## src/rtl/eacfib_pkg.sv

```systemverilog
package eacfib_pkg;

  typedef enum logic [1:0] {
    SEED_OK   = 2'd0,
    SEED_ZERO = 2'd1,
    SEED_SAT  = 2'd2
  } seed_class_e;

endpackage

```

## src/rtl/eacfib_step.sv

```systemverilog
module eacfib_step #(
  parameter int unsigned WIDTH     = 16,
  parameter bit          USE_CARRY = 1'b1
) (
  input  logic [WIDTH-1:0] x_i,
  input  logic [WIDTH-1:0] y_i,
  input  logic             c_i,
  output logic [WIDTH-1:0] x_o,
  output logic [WIDTH-1:0] y_o,
  output logic             c_o
);

  localparam int unsigned SUM_W = WIDTH + 1;

  logic [SUM_W-1:0] sum;

  generate
    if (USE_CARRY) begin : g_eac
      assign sum = {1'b0, x_i} + {1'b0, y_i} + SUM_W'(c_i);
      assign c_o = sum[WIDTH];
    end else begin : g_plain
      logic unused_c;
      assign unused_c = c_i;
      assign sum = {1'b0, x_i} + {1'b0, y_i};
      assign c_o = 1'b0;
    end
  endgenerate

  assign x_o = sum[WIDTH-1:0];
  assign y_o = x_i;

endmodule

```

## src/rtl/eacfib_seed_check.sv

```systemverilog
module eacfib_seed_check
  import eacfib_pkg::*;
#(
  parameter int unsigned WIDTH     = 16,
  parameter bit          USE_CARRY = 1'b1
) (
  input  logic [WIDTH-1:0] x_i,
  input  logic [WIDTH-1:0] y_i,
  input  logic             c_i,
  output seed_class_e      cls_o
);

  logic is_zero;
  logic is_sat;

  // carry input counts only when the feedback exists
  assign is_zero = (x_i == '0) && (y_i == '0) && !(USE_CARRY && c_i);
  assign is_sat  = USE_CARRY && c_i && (&x_i) && (&y_i);

  always_comb begin
    if (is_zero)     cls_o = SEED_ZERO;
    else if (is_sat) cls_o = SEED_SAT;
    else             cls_o = SEED_OK;
  end

endmodule

```

## src/rtl/eacfib_period.sv

```systemverilog
module eacfib_period #(
  parameter int unsigned           WIDTH   = 16,
  parameter logic [WIDTH-1:0]      RESET_X = WIDTH'(1),
  parameter logic [WIDTH-1:0]      RESET_Y = '0
) (
  input  logic               clk_i,
  input  logic               rst_ni,
  input  logic               restart_i,
  input  logic               step_i,
  input  logic [WIDTH-1:0]   nx_i,
  input  logic [WIDTH-1:0]   ny_i,
  input  logic               nc_i,
  input  logic [WIDTH-1:0]   ld_x_i,
  input  logic [WIDTH-1:0]   ld_y_i,
  input  logic               ld_c_i,
  output logic [2*WIDTH+1:0] cnt_o,
  output logic               hit_o
);

  localparam int unsigned CNT_W = 2 * WIDTH + 2;

  logic [WIDTH-1:0] seed_x_q, seed_y_q;
  logic             seed_c_q;
  logic [CNT_W-1:0] cnt_q;
  logic             hit_q;
  logic             back_home;

  assign back_home = (nx_i == seed_x_q) && (ny_i == seed_y_q) && (nc_i == seed_c_q);

  always_ff @(posedge clk_i or negedge rst_ni) begin
    if (!rst_ni) begin
      seed_x_q <= RESET_X;
      seed_y_q <= RESET_Y;
      seed_c_q <= 1'b0;
      cnt_q    <= '0;
      hit_q    <= 1'b0;
    end else if (restart_i) begin
      seed_x_q <= ld_x_i;
      seed_y_q <= ld_y_i;
      seed_c_q <= ld_c_i;
      cnt_q    <= '0;
      hit_q    <= 1'b0;
    end else if (step_i && !hit_q) begin
      cnt_q <= cnt_q + CNT_W'(1);
      if (back_home) hit_q <= 1'b1;
    end
  end

  assign cnt_o = cnt_q;
  assign hit_o = hit_q;

  AST_COUNT_FROZEN: assert property (@(posedge clk_i) disable iff (!rst_ni)
    (hit_q && !restart_i) |=> $stable(cnt_q));

  AST_COUNT_ADVANCE: assert property (@(posedge clk_i) disable iff (!rst_ni)
    (step_i && !hit_q && !restart_i) |=> (cnt_q == $past(cnt_q) + CNT_W'(1)));

  AST_RESTART_CLEARS: assert property (@(posedge clk_i) disable iff (!rst_ni)
    restart_i |=> (!hit_q && cnt_q == '0));

endmodule

```

## src/rtl/eacfib_gen.sv

```systemverilog
module eacfib_gen
  import eacfib_pkg::*;
#(
  parameter int unsigned      WIDTH     = 16,
  parameter bit               USE_CARRY = 1'b1,
  parameter logic [WIDTH-1:0] RESET_X   = WIDTH'(1),
  parameter logic [WIDTH-1:0] RESET_Y   = '0
) (
  input  logic               clk_i,
  input  logic               rst_ni,
  input  logic               en_i,
  input  logic               load_i,
  input  logic [WIDTH-1:0]   seed_x_i,
  input  logic [WIDTH-1:0]   seed_y_i,
  input  logic               seed_c_i,
  output logic [WIDTH-1:0]   rand_o,
  output logic               seed_err_o,
  output logic [2*WIDTH+1:0] period_o,
  output logic               period_hit_o
);

  logic [WIDTH-1:0] x_q, y_q;
  logic             c_q;
  logic             err_q;
  logic [WIDTH-1:0] nx, ny;
  logic             nc;
  logic             seed_c_eff;
  seed_class_e      seed_cls;
  logic             load_ok, load_bad, step;

  assign seed_c_eff = USE_CARRY ? seed_c_i : 1'b0;
  assign load_ok    = load_i && (seed_cls == SEED_OK);
  assign load_bad   = load_i && (seed_cls != SEED_OK);
  assign step       = en_i && !load_i;

  eacfib_seed_check #(
    .WIDTH    (WIDTH),
    .USE_CARRY(USE_CARRY)
  ) u_seed_check (
    .x_i  (seed_x_i),
    .y_i  (seed_y_i),
    .c_i  (seed_c_i),
    .cls_o(seed_cls)
  );

  eacfib_step #(
    .WIDTH    (WIDTH),
    .USE_CARRY(USE_CARRY)
  ) u_step (
    .x_i(x_q),
    .y_i(y_q),
    .c_i(c_q),
    .x_o(nx),
    .y_o(ny),
    .c_o(nc)
  );

  always_ff @(posedge clk_i or negedge rst_ni) begin
    if (!rst_ni) begin
      x_q   <= RESET_X;
      y_q   <= RESET_Y;
      c_q   <= 1'b0;
      err_q <= 1'b0;
    end else begin
      err_q <= load_bad;
      if (load_ok) begin
        x_q <= seed_x_i;
        y_q <= seed_y_i;
        c_q <= seed_c_eff;
      end else if (step) begin
        x_q <= nx;
        y_q <= ny;
        c_q <= nc;
      end
    end
  end

  eacfib_period #(
    .WIDTH  (WIDTH),
    .RESET_X(RESET_X),
    .RESET_Y(RESET_Y)
  ) u_period (
    .clk_i    (clk_i),
    .rst_ni   (rst_ni),
    .restart_i(load_ok),
    .step_i   (step),
    .nx_i     (nx),
    .ny_i     (ny),
    .nc_i     (nc),
    .ld_x_i   (seed_x_i),
    .ld_y_i   (seed_y_i),
    .ld_c_i   (seed_c_eff),
    .cnt_o    (period_o),
    .hit_o    (period_hit_o)
  );

  assign rand_o     = x_q;
  assign seed_err_o = err_q;

  AST_HOLD_IDLE: assert property (@(posedge clk_i) disable iff (!rst_ni)
    (!en_i && !load_i) |=> ($stable(x_q) && $stable(y_q) && $stable(c_q)));

  AST_LOAD_TAKES: assert property (@(posedge clk_i) disable iff (!rst_ni)
    load_ok |=> (rand_o == $past(seed_x_i)));

  AST_REJECT_KEEPS: assert property (@(posedge clk_i) disable iff (!rst_ni)
    load_bad |=> ($stable(x_q) && $stable(y_q) && seed_err_o));

  AST_NO_FIXED_POINT: assert property (@(posedge clk_i) disable iff (!rst_ni)
    !((x_q == '0) && (y_q == '0) && !c_q));

  AST_WRAP_ORDER: assert property (@(posedge clk_i) disable iff (!rst_ni)
    (step && nc) |=> (x_q <= y_q));

endmodule

```

## config.mk

```make
export PLATFORM = sky130hd
export DESIGN_NAME = eacfib_gen
export DESIGN_NICKNAME = d
export VERILOG_FILES = /design/src/rtl/eacfib_pkg.sv /design/src/rtl/eacfib_step.sv /design/src/rtl/eacfib_seed_check.sv /design/src/rtl/eacfib_period.sv /design/src/rtl/eacfib_gen.sv
export SDC_FILE = /design/constraint.sdc
export NUM_CORES = 1
export LEC_CHECK = 0
export ABC_CLOCK_PERIOD_IN_PS = 3100
export BUFFER_PORTS_ARGS = -buffer_cell sky130_fd_sc_hd__buf_2
export CAP_MARGIN = 30
export CORE_MARGIN = 8
export CORE_UTILIZATION = 40
export CTS_CLUSTER_SIZE = 16
export DETAILED_ROUTE_END_ITERATION = 8
export GPL_ROUTABILITY_DRIVEN = 0
export SLEW_MARGIN = 30
export SYNTH_ARGS = -nofsm -noshare
export SYNTH_HDL_FRONTEND = slang
export SYNTH_SLANG_ARGS = --single-unit
```

## constraint.sdc

```tcl
create_clock -name clk_i -period 3.1 [get_ports clk_i]
set_clock_uncertainty 0.2 [all_clocks]
set_input_delay 0.155 -clock clk_i [delete_from_list [all_inputs] [get_ports clk_i]]
set_output_delay 0.155 -clock clk_i [all_outputs]
set_load 0.01 [all_outputs]
```

==> impl_metrics.env <==
export IMPL_dpl_instance_area_um2=6660
export IMPL_critPathTopFamily="adder cells"
export IMPL_grt_pass1_wl_um=26400
export IMPL_n_antenna_cell=0
export IMPL_grt_usage=0.181
export IMPL_power_density_nw_per_um2=565
export IMPL_cpMaxStageDelayCell="dfstp_2"
export IMPL_ys_flop_type="dfrtp_1"
export IMPL_start_util=0.406
export IMPL_leakagePower_nw=3.30
export IMPL_drt_pass1_iter_count=6
export IMPL_area_delta_synth_final_pct=24.8
export IMPL_routed_wl_um=16500
export IMPL_hold_path_class="input port to flip-flop"
export IMPL_grt_pass1_vias=4894
export IMPL_fillers=1308
export IMPL_final_area_um2=7310
export IMPL_ys_top_cells_by_area="dfrtp_1 43%, xor2_1 6.7%, mux2_2 5.0%, xnor2_1 4.5%, nor2_1 3.8%"
export IMPL_crit_type="flip-flop to flip-flop"
export IMPL_clk_pin_slew_worst_paths_ns=0.07
export IMPL_critical_path_buf_inv_count=1
export IMPL_grt_max_degree=50
export IMPL_ys_top_cells_by_count="100 x dfrtp_1, 60 x nor2_1, 45 x xor2_1"
export IMPL_max_clock_freq_mhz=326
export IMPL_wl_per_cell_um=18.3
export IMPL_rows=44
export IMPL_num_vias=4935
export IMPL_synth_seq_area_share=0.436
export IMPL_peakVddDrop_uv=287
export IMPL_die_x_um=137
export IMPL_ios=89
export IMPL_layout_cells_non_filler=904
export IMPL_worstPathArrival_ns=3.13
export IMPL_setup_violations=0
export IMPL_hpwl_um=12400
export IMPL_synth_most_common_cell="dfrtp_1"
export IMPL_drive_above_1_share=0.240
export IMPL_ys_warn_count=0
export IMPL_synth_edf_count=0
export IMPL_fp_coreArea_um2=14400
export IMPL_relSlewSlack=0.455
export IMPL_synth_cell_types=59
export IMPL_grt_setup_unrepaired="true"
export IMPL_maxCapViolations=0
export IMPL_antenna_found_initial=0
export IMPL_path_cells="fa_2, inv_2, fa_1, xnor2_1, a2111oi_2, o311ai_1, nor4_1, nand4_1, nor4_2, nand4_1, o32ai_2"
export IMPL_nets=770
export IMPL_synthCells=582
export IMPL_post_cts_repair_setup_buffers=0
export IMPL_io_buffers=88
export IMPL_hold_viol_final=0
export IMPL_cts_tree="built"
export IMPL_synthesis_area_um2=5860
export IMPL_timing_critical_path_mode_cell="nand4_1"
export IMPL_dieArea_um2=18800
export IMPL_tightest_slew_ns=0.816
export IMPL_synth_area_leader_cell="dfrtp_1"
export IMPL_cp_start_kind="flip-flop"
export IMPL_synth_top_area_frac=0.427
export IMPL_synth_avg_cell_area_um2=10.1
export IMPL_layout_min_cycle_time_ns=3.06
export IMPL_vias_per_cell=5.46
export IMPL_cts_num_sinks=102
export IMPL_cts_root_buffer="clkbuf_16"
export IMPL_clk_path_buf_depth=2
export IMPL_ys_ff_latch=102
export IMPL_dp_cells=854
export IMPL_status="completed"
export IMPL_end_kind="flip-flop"
export IMPL_required_ns=3.16
export IMPL_drc=0
export IMPL_cts_buffers=9
export IMPL_drt_iter0_drc=400
export IMPL_syn_num_nets=637
export IMPL_die_height_um=137
export IMPL_slew_viol_final=0
export IMPL_htreeDepth=3
export IMPL_crit_fanout=2
export IMPL_ant_nets=0
export IMPL_ys_async_sr_fraction=1.00
export IMPL_finalCritPeriodShare=0.988
export IMPL_grt_ovfl_total=0
export IMPL_critPathMaxStageDelay_ns=0.55
export IMPL_clk_latency_ns=0.36
[logic make-up (layout without fill, tap and decap cells)]
logic type / after synthesis / after routing / share of synthesized area
AOI/OAI and AO/OA: 112 / 112 / 0.138
adders and majority gates: 18 / 18 / 0.0410
and+or+nand+nor: 200 / 200 / 0.176
buffers and inverters: 42 / 180 / 0.0284
xor gates and xnor gates: 78 / 78 / 0.124
muxes: 30 / 30 / 0.0568
DFF: 102 / 102 / 0.436
[cells in the final DEF, fill, tap and decap left out, types with 3 or more instances in the layout]
cell type,synthesis,routed
buf_4,0,23
and3_1,7,7
o21ai_0,29,28
dlygate4sd3_1,0,34
nand2b_1,4,4
dfrtp_1,100,100
a21oi_1,17,16
buf_12,0,3
nand2_1,31,31
xor2_1,45,45
ha_1,16,16
xnor2_1,30,30
mux2i_1,4,4
nor3_1,5,5
o21a_1,3,3
nand4_1,21,21
clkbuf_16,0,9
buf_2,7,87
clkinv_2,0,3
a221o_1,19,19
nor2_1,60,59
and2_0,11,11
nor2b_1,5,5
a22oi_1,7,7
a211oi_1,3,3
inv_1,17,16
nand3_1,24,24
and2_1,8,8
o211ai_1,5,5
a21o_1,5,5
mux2_2,26,26
nor4_1,14,12
a31oi_1,4,4
[routing by layer]
metal	track usage	vias to the layer above	part of all wire
li1	-	2367	-
met1	0.241	2408	0.46
met2	0.288	146	0.48
met3	0.0327	14	0.051
met4	0.0610	0	0.015
met5	0	-	0
[sequential cells by signal, summed over array words and instances (netlist names)]
name and count:
seed_err_o 1, y_q 16, u_period.cnt_o 34, u_period.hit_o 1, u_period.seed_y_q 16, u_period.seed_x_q 16
c_q 1, rand_o 16, u_period.seed_c_q 1
[power by group]
group | internal [W] | switching [W] | leakage (nW)
Combinational | 0.000674 | 0.000800 | 1.87
Sequential | 0.00145 | 0.000129 | 1.28
Clock | 0.000568 | 0.000504 | 0.140
[worst paths after layout]
check	endpoint	slack (ns)	startpoint	depth (start not counted)
max	u_period.hit_o	0.04	rand_o[0]	11
min	u_period.seed_c_q	0.007	seed_c_i	4
max reg2reg	u_period.hit_o	0.04	rand_o[0]	11
min reg2reg	y_q[14]	0.32	y_q[14]	1
max in group asynchronous	u_period.seed_x_q[0]	1.78	rst_ni	3
min in group asynchronous	u_period.seed_y_q[4]	0.16	rst_ni	2
[metrics by stage]
step                setup WS [ns]  setup TNS, ns  hold WS, ns  total power, W   util
floorplan                   0.131              0       -0.341         0.00254      -
global placement          -0.0876        -0.0876       0.0249         0.00299  0.462
detailed placement         -0.209         -0.209       0.0307         0.00301  0.462
CTS                       -0.0906        -0.0906      0.00439         0.00414  0.506
global route               -0.149         -0.223       0.0303         0.00435  0.507
finish                     0.0370              0      0.00723         0.00413  0.507
[worst min-delay path, cell delays in order]
cell and delay [ns]:
buf_2 0.11, nand2_1 0.07, buf_4 0.13, o21ai_0 0.05
[layout make-up]
class / instances / area, um2 / area share
Clock inverter: 5 / 32.5 / 0.00445
Multi-Input combinational cell: 438 / 3180 / 0.435
Clock buffer: 11 / 243 / 0.0332
Sequential cell: 102 / 2550 / 0.349
Tap cell: 184 / 230 / 0.0315
Inverter: 17 / 63.8 / 0.00873
Timing Repair Buffer: 147 / 1010 / 0.138
[timing repair]
action	4_1_cts	5_1_grt
endpoints found under the hold margin	110	0
hold buffers	34	0
endpoints found under the setup margin	1	10
resized for setup	6	4
pin swaps	2	1
(Power assumes the default switching activity.)
